`src/rtl/fxu_pkg.sv`:
```
package fxu_pkg;

    localparam int FX_W   = 32;
    localparam int FX_SHW = 6;

    typedef enum logic [2:0] {
        OP_ADD = 3'd0,
        OP_SUB = 3'd1,
        OP_NEG = 3'd2,
        OP_SLA = 3'd3,
        OP_SRA = 3'd4,
        OP_MUL = 3'd5,
        OP_RS6 = 3'd6,
        OP_RS7 = 3'd7
    } fx_op_e;

    typedef enum logic [1:0] {
        CC_ZERO = 2'd0,
        CC_NEG  = 2'd1,
        CC_POS  = 2'd2,
        CC_OVF  = 2'd3
    } fx_cc_e;

    typedef struct packed {
        logic   ovf;
        fx_cc_e cc;
    } fx_flags_t;

    function automatic fx_cc_e cc_of(input logic is_zero, input logic is_neg, input logic ovf);
        if (ovf)          return CC_OVF;
        else if (is_zero) return CC_ZERO;
        else if (is_neg)  return CC_NEG;
        else              return CC_POS;
    endfunction

    function automatic logic is_single(input fx_op_e op);
        return (op == OP_ADD) || (op == OP_SUB) || (op == OP_NEG) ||
               (op == OP_SLA) || (op == OP_SRA);
    endfunction

endpackage

```
`src/rtl/fxu_addsub.sv`:
```
module fxu_addsub
    import fxu_pkg::*;
#(
    parameter int W = FX_W
) (
    input  fx_op_e         op,
    input  logic [W-1:0]   a,
    input  logic [W-1:0]   b,
    output logic [W-1:0]   y,
    output logic           ovf
);
    logic [W-1:0] lhs;
    logic [W-1:0] rhs;
    logic [W-1:0] cin;

    // one adder for all three: negate is 0 - b, subtract adds ~b + 1
    always_comb begin
        lhs = (op == OP_NEG) ? '0 : a;
        rhs = (op == OP_ADD) ? b : ~b;
        cin = (op == OP_ADD) ? '0 : W'(1);
        y   = lhs + rhs + cin;
        // overflow: like-signed inputs whose sum changes sign
        ovf = (lhs[W-1] == rhs[W-1]) && (y[W-1] != lhs[W-1]);
    end
endmodule

```
`src/rtl/fxu_shift.sv`:
```
module fxu_shift #(
    parameter int W   = fxu_pkg::FX_W,
    parameter int SHW = fxu_pkg::FX_SHW
) (
    input  logic [W-1:0]   a,
    input  logic [SHW-1:0] n,
    input  logic           left,
    output logic [W-1:0]   y,
    output logic           ovf
);
    localparam int XW = W + (1 << SHW);

    logic [XW-1:0]   ext;
    logic [XW-1:0]   wide;
    logic [XW-W:0]   lost;
    logic            sgn;
    logic [W-1:0]    y_l;
    logic [W-1:0]    y_r;

    always_comb begin
        sgn  = a[W-1];
        ext  = {{(XW-W){sgn}}, a};
        wide = ext << n;
        // everything at or above the sign position must still be sign copies
        lost = wide[XW-1:W-1];
        y_l  = {sgn, wide[W-2:0]};
        y_r  = $unsigned($signed(a) >>> n);
        y    = left ? y_l : y_r;
        ovf  = left && (lost != {(XW-W+1){sgn}});
    end
endmodule

```
`src/rtl/fxu_mul.sv`:
```
module fxu_mul #(
    parameter int W = fxu_pkg::FX_W
) (
    input  logic           clk,
    input  logic           rst,
    input  logic           start,
    input  logic [W-1:0]   a,
    input  logic [W-1:0]   b,
    output logic           busy,
    output logic           done,
    output logic [2*W-1:0] prod
);
    localparam int CW = (W > 1) ? $clog2(W) : 1;

    logic [CW-1:0]  cnt;
    logic [2*W-1:0] mcand_sh;
    logic [W-1:0]   mplier;
    logic [2*W-1:0] acc;
    logic [2*W-1:0] acc_nxt;
    logic           neg;
    logic           last;
    logic [W-1:0]   mag_a;
    logic [W-1:0]   mag_b;

    // magnitudes fit unsigned W bits, including the most negative value
    always_comb begin
        mag_a   = a[W-1] ? (~a + W'(1)) : a;
        mag_b   = b[W-1] ? (~b + W'(1)) : b;
        acc_nxt = acc + (mplier[0] ? mcand_sh : '0);
        last    = (cnt == CW'(W-1));
        done    = busy && last;
        prod    = neg ? (~acc_nxt + (2*W)'(1)) : acc_nxt;
    end

    always_ff @(posedge clk) begin
        if (rst) begin
            busy     <= 1'b0;
            cnt      <= '0;
            mcand_sh <= '0;
            mplier   <= '0;
            acc      <= '0;
            neg      <= 1'b0;
        end else if (start && !busy) begin
            busy     <= 1'b1;
            cnt      <= '0;
            mcand_sh <= {{W{1'b0}}, mag_a};
            mplier   <= mag_b;
            acc      <= '0;
            neg      <= a[W-1] ^ b[W-1];
        end else if (busy) begin
            acc      <= acc_nxt;
            mcand_sh <= mcand_sh << 1;
            mplier   <= mplier >> 1;
            cnt      <= cnt + CW'(1);
            if (last) busy <= 1'b0;
        end
    end
endmodule

```
`src/rtl/fxu_top.sv`:
```
module fxu_top
    import fxu_pkg::*;
#(
    parameter int W   = FX_W,
    parameter int SHW = FX_SHW
) (
    input  logic           clk,
    input  logic           rst,
    input  logic           op_valid,
    output logic           op_ready,
    input  logic [2:0]     op_code,
    input  logic [W-1:0]   opnd_a,
    input  logic [W-1:0]   opnd_b,
    input  logic [SHW-1:0] shamt,
    output logic           res_valid,
    output logic [W-1:0]   res_lo,
    output logic [W-1:0]   res_hi,
    output logic           ovf,
    output logic [1:0]     cc
);
    fx_op_e         op;
    logic           accept;
    logic           take_single;
    logic           take_mul;

    logic [W-1:0]   as_y;
    logic           as_ovf;
    logic [W-1:0]   sh_y;
    logic           sh_ovf;
    logic [W-1:0]   sel_y;
    fx_flags_t      sel_f;

    logic           mul_busy;
    logic           mul_done;
    logic [2*W-1:0] mul_prod;

    fx_flags_t      flags_q;

    assign op          = fx_op_e'(op_code);
    assign op_ready    = !mul_busy;
    assign accept      = op_valid && op_ready;
    assign take_single = accept && is_single(op);
    assign take_mul    = accept && (op == OP_MUL);

    fxu_addsub #(.W(W)) u_addsub (
        .op  (op),
        .a   (opnd_a),
        .b   (opnd_b),
        .y   (as_y),
        .ovf (as_ovf)
    );

    fxu_shift #(.W(W), .SHW(SHW)) u_shift (
        .a    (opnd_a),
        .n    (shamt),
        .left (op == OP_SLA),
        .y    (sh_y),
        .ovf  (sh_ovf)
    );

    fxu_mul #(.W(W)) u_mul (
        .clk   (clk),
        .rst   (rst),
        .start (take_mul),
        .a     (opnd_a),
        .b     (opnd_b),
        .busy  (mul_busy),
        .done  (mul_done),
        .prod  (mul_prod)
    );

    always_comb begin
        if (op == OP_SLA || op == OP_SRA) begin
            sel_y     = sh_y;
            sel_f.ovf = sh_ovf;
        end else begin
            sel_y     = as_y;
            sel_f.ovf = as_ovf;
        end
        sel_f.cc = cc_of(sel_y == '0, sel_y[W-1], sel_f.ovf);
    end

    always_ff @(posedge clk) begin
        if (rst) begin
            res_valid <= 1'b0;
            res_lo    <= '0;
            res_hi    <= '0;
            flags_q   <= '{ovf: 1'b0, cc: CC_ZERO};
        end else if (mul_done) begin
            res_valid   <= 1'b1;
            res_lo      <= mul_prod[W-1:0];
            res_hi      <= mul_prod[2*W-1:W];
            flags_q.ovf <= 1'b0;
        end else if (take_single) begin
            res_valid <= 1'b1;
            res_lo    <= sel_y;
            res_hi    <= {W{sel_y[W-1]}};
            flags_q   <= sel_f;
        end else begin
            res_valid <= 1'b0;
        end
    end

    assign ovf = flags_q.ovf;
    assign cc  = flags_q.cc;
endmodule

```
`config.mk`:
```
export PLATFORM = sky130hd
export DESIGN_NAME = fxu_top
export DESIGN_NICKNAME = d
export VERILOG_FILES = /design/src/rtl/fxu_pkg.sv /design/src/rtl/fxu_addsub.sv /design/src/rtl/fxu_shift.sv /design/src/rtl/fxu_mul.sv /design/src/rtl/fxu_top.sv
export SDC_FILE = /design/constraint.sdc
export NUM_CORES = 1
export LEC_CHECK = 0
export ABC_CLOCK_PERIOD_IN_PS = 8600
export BUFFER_PORTS_ARGS = -buffer_cell sky130_fd_sc_hd__buf_4
export CAP_MARGIN = 20
export CORE_UTILIZATION = 65
export DETAILED_ROUTE_END_ITERATION = 10
export PLACE_DENSITY = 0.84
export SYNTH_ARGS = -nofsm -noshare
export SYNTH_HDL_FRONTEND = slang
export SYNTH_HIERARCHICAL = 1
export SYNTH_SLANG_ARGS = --single-unit
```
`constraint.sdc`:
```
create_clock -name clk -period 8.6 [get_ports clk]
set_input_delay 0.43 -clock clk [delete_from_list [all_inputs] [get_ports clk]]
set_output_delay 0.43 -clock clk [all_outputs]
set_load 0.05 [all_outputs]
```
==> results by group <==
Critical path
  – Top Family by Delay on Critical Path: simple AND/OR/NAND/NOR gates
  – WP data required: 9.07 ns
  – Top cell by count, worst path: buf_4
  – Largest fanout on the critical path: 65
  – CP Cell Sequence: buf_4 -> and2_1 -> ha_1 -> inv_1 -> fa_1 -> nand2b_1 -> a211oi_2 -> a211oi_1 -> buf_4 -> nor4_1 -> a311oi_1 -> xor2_1 -> nand4_1 -> nor3_4 -> nand4_2 -> o41ai_2 -> xnor2_1 -> nand2_1 -> a21oi_1
  – Critical setup path kind: reg -> reg
  – Critical Path AT: 6.51 ns
  – CP Buf/Inv Count: 3
  – CP max stage cell: xor2_1
  – Setup crit end kind: flip-flop
  – Worst path max stage delay: 0.59 ns
  – CP startpoint kind: flip-flop

Pwr
  – Int Power: 2310 uW
  – Switching Share: 0.386
  – Pwr dens: 135 mW/mm^2
  – Maximum vdd drop: 0.137 mV
  – Clock power share: 0.320
  – Pwr Total: 3770 uW
  – Reg power frac: 0.310
  – Power share of the combinational group: 0.370
  – Net Sw Power: 1450 uW
  – Leakage Power: 0.0106 uW

STA
  – WHS: 0.275 ns
  – Worst setup margin: 2.56 ns
  – Final hold vios: 0
  – Worst-Margin Slew: 1.30 ns
  – RSZ-0062 raised after global routing: false
  – Tmin final: 6.04 ns
  – Finish-stage setup viols: 0
  – Setup TNS: 0 ns
  – Max Freq: 0.165 GHz
  – Fin. max-slew vios: 0
  – Slew HR: 0.124
  – Final worst-path cycle share: 0.703
  – Clk_skew: 0.0132 ns

Drt
  – Drt pass-1 iters: 9
  – Initial drt markers: 3864
  – DRC Markers: 0
  – Routed WL: 98000 um
  – Avg Vias per Cell: 7.13
  – DR WL/cell: 24.3 um
  – Vias post-DR: 28.7k
  – Routed Antenna Nets: 0

Layout
  – Fraction of layout cells with a size suffix above 1: 0.109
  – Seq. cell area: 0.00471 mm^2
  – Final net count: 3665
  – Multi-input gate area: 0.0200 mm^2
  – Fill cell total of the finished layout: 3043
  – ANT cells: 0
  – P&R area growth vs syn: 7.32%

Synthesis
  – EDFF count, synth: 0
  – Fraction of registers with async set or reset after synthesis: 0
  – Yosys cell types: 109
  – Avg Inst Size Synth: 7.35 um^2
  – Cell Area, Synth: 0.0260 mm^2
  – Register area share after synthesis: 0.181
  – Syn Nets: 3720
  – #FFs+latches synth: 235
  – Post-Syn Instances: 3544
  – Ys flop type: dfxtp_1
  – Warnings, synthesis: 6

Floorplanning
  – Die width: 202 um
  – IO Count: 145
  – Starting density of the core: 0.666
  – Die height: 202 um
  – Die ar.: 0.0409 mm^2
  – Core area: 0.0391 mm^2
  – Row Count: 72

Clocking
  – Cts repair resizes: 0
  – Skew-Pair Late Insertion Delay: 0.56 ns
  – Register clock-pin slew on the reported worst setup and hold paths: 0.06 ns
  – CTS H-tree depth: 1
  – Post-cts hold buffer count: 0
  – Post-CTS Setup Inserts: 0
  – CTS Buf Count: 27
  – Clock tree root buffer cell: clkbuf_16
  – CTS tree: yes
  – Buffer depth of the longest clock path: 3
  – Clock sink count: 235

Placed design
  – Post-DP HPWL: 72000 um
  – IO Port Bufs: 144
  – Place WS: 2.55 ns
  – Gpl congestion: 1.10

Global routing
  – Met1 usage: 0.512
  – Busiest grt layer: met2
  – Largest net degree at the start of global routing: 145
  – GRT overflow: 0
  – Met2 usage in global routing: 0.750
  – Gr usage total: 0.459
  – First-pass GRT wire length: 149000 um
  – Met3 Use GR: 0.101
  – Vias in the first global route: 26.8k
  – Initial antenna violation count: 2

Hold path
  – Hold/Removal Path Class: in -> reg

Run status
  – Outcome: complete, no violations

Flow run
  – Max_cap viols: 0
==> through the flow <==
stage          instances   util  area [um^2]
6_report            4028  0.715        28000
3_3_place_gp        3975  0.690        27000
4_1_cts             4026  0.714        27900
3_5_place_dp        3976  0.690        27000
5_1_grt             4028  0.715        28000
2_1_floorplan       3544      -        26100
==> worst min-delay path, cell delays in order <==
cell and delay [ns]:
buf_4 0.12, nor4_1 0.06, a21oi_1 0.11, nor2_1 0.05
==> final timing paths <==
path / startpoint / to / slack (ns) / depth (start not counted)
setup / recovery: u_mul/mplier[0] / res_hi[27] / 2.56 / 19
hold / removal: opnd_b[29] / u_mul/mplier[31] / 0.28 / 4
setup reg to reg: u_mul/mplier[0] / res_hi[27] / 2.56 / 19
hold reg to reg: u_mul/acc[62] / u_mul/acc[62] / 0.49 / 2
==> layout make-up <==
type | instances | area share
clock buffer | 38 | 0.0278
tap | 518 | 0.0232
multi-input combinational | 2985 | 0.717
clock inverter | 12 | 0.00551
timing repair buffer | 185 | 0.0508
inverter | 55 | 0.00738
sequential | 235 | 0.168
==> cell usage after synthesis (all sizes together), types with 19 or more instances <==
master    n  area share
nor2    473       0.068
a21oi   309       0.060
nand2   297       0.043
o21ai   236       0.045
dfxtp   235        0.18
clkbuf  195       0.028
mux2i   188       0.072
xnor2   133       0.045
a211oi  116       0.034
and2    116       0.028
ha       98       0.047
xor2     95       0.032
nor3     88       0.019
buf      74       0.015
or3      65       0.016
nand4    62       0.015
nor2b    56       0.013
mux4     55       0.048
inv      54      0.0078
nand3    43      0.0085
o31ai    42       0.013
nor4     36      0.0089
mux2     33       0.015
a21o     26      0.0075
nor3b    26      0.0077
nand2b   24      0.0058
o22ai    24      0.0060
o311ai   24      0.0081
a31oi    23      0.0061
o211ai   23      0.0068
o21a     20      0.0058
o41ai    20      0.0076
and3     19      0.0046
==> logic make-up after synthesis <==
family                     synth area share
AOI/OAI and AO/OA                     0.250
xor gates and xnor gates             0.0767
adders and majority gates            0.0486
buffers and inverters                0.0510
DFF                                   0.181
muxes                                 0.135
and+or+nand+nor                       0.259
==> placed cells by master, fill, tap and decap left out, types with 60 or more instances in the layout <==
cell type / Yosys / layout
xor2_1: 95 / 95
nor3_1: 83 / 82
mux2i_1: 188 / 188
a21oi_1: 307 / 307
ha_1: 98 / 98
a211oi_1: 115 / 115
and2_1: 114 / 113
or3_1: 65 / 65
nor2_1: 473 / 473
nand4_1: 60 / 60
xnor2_1: 133 / 133
dfxtp_1: 235 / 233
buf_4: 5 / 182
o21ai_0: 223 / 223
nand2_1: 296 / 296
==> flip-flops by register name, indices dropped and copies added (netlist names) <==
signal,flops
u_mul/busy,1
res_lo,32
u_mul/mcand_sh,64
u_mul/neg,1
ovf,1
u_mul/cnt,5
res_valid,1
u_mul/mplier,32
cc,2
u_mul/acc,64
res_hi,32
==> layer usage <==
metal,part of all wire,wire length [um]
met5,0.00031,30
met4,0.098,9570
met3,0.098,9580
met2,0.45,44100
met1,0.35,34700
==> power by group through the flow <==
stage	combinational (uW)	sequential, uW	clock, uW
final	1390	1170	1210
after global routing	1460	1170	1260
after CTS	1330	1170	1210
after detailed placement	1320	1190	0
after global placement	1300	1190	0
after floorplan	798	1290	0
Power figures use the tool's default switching activity.
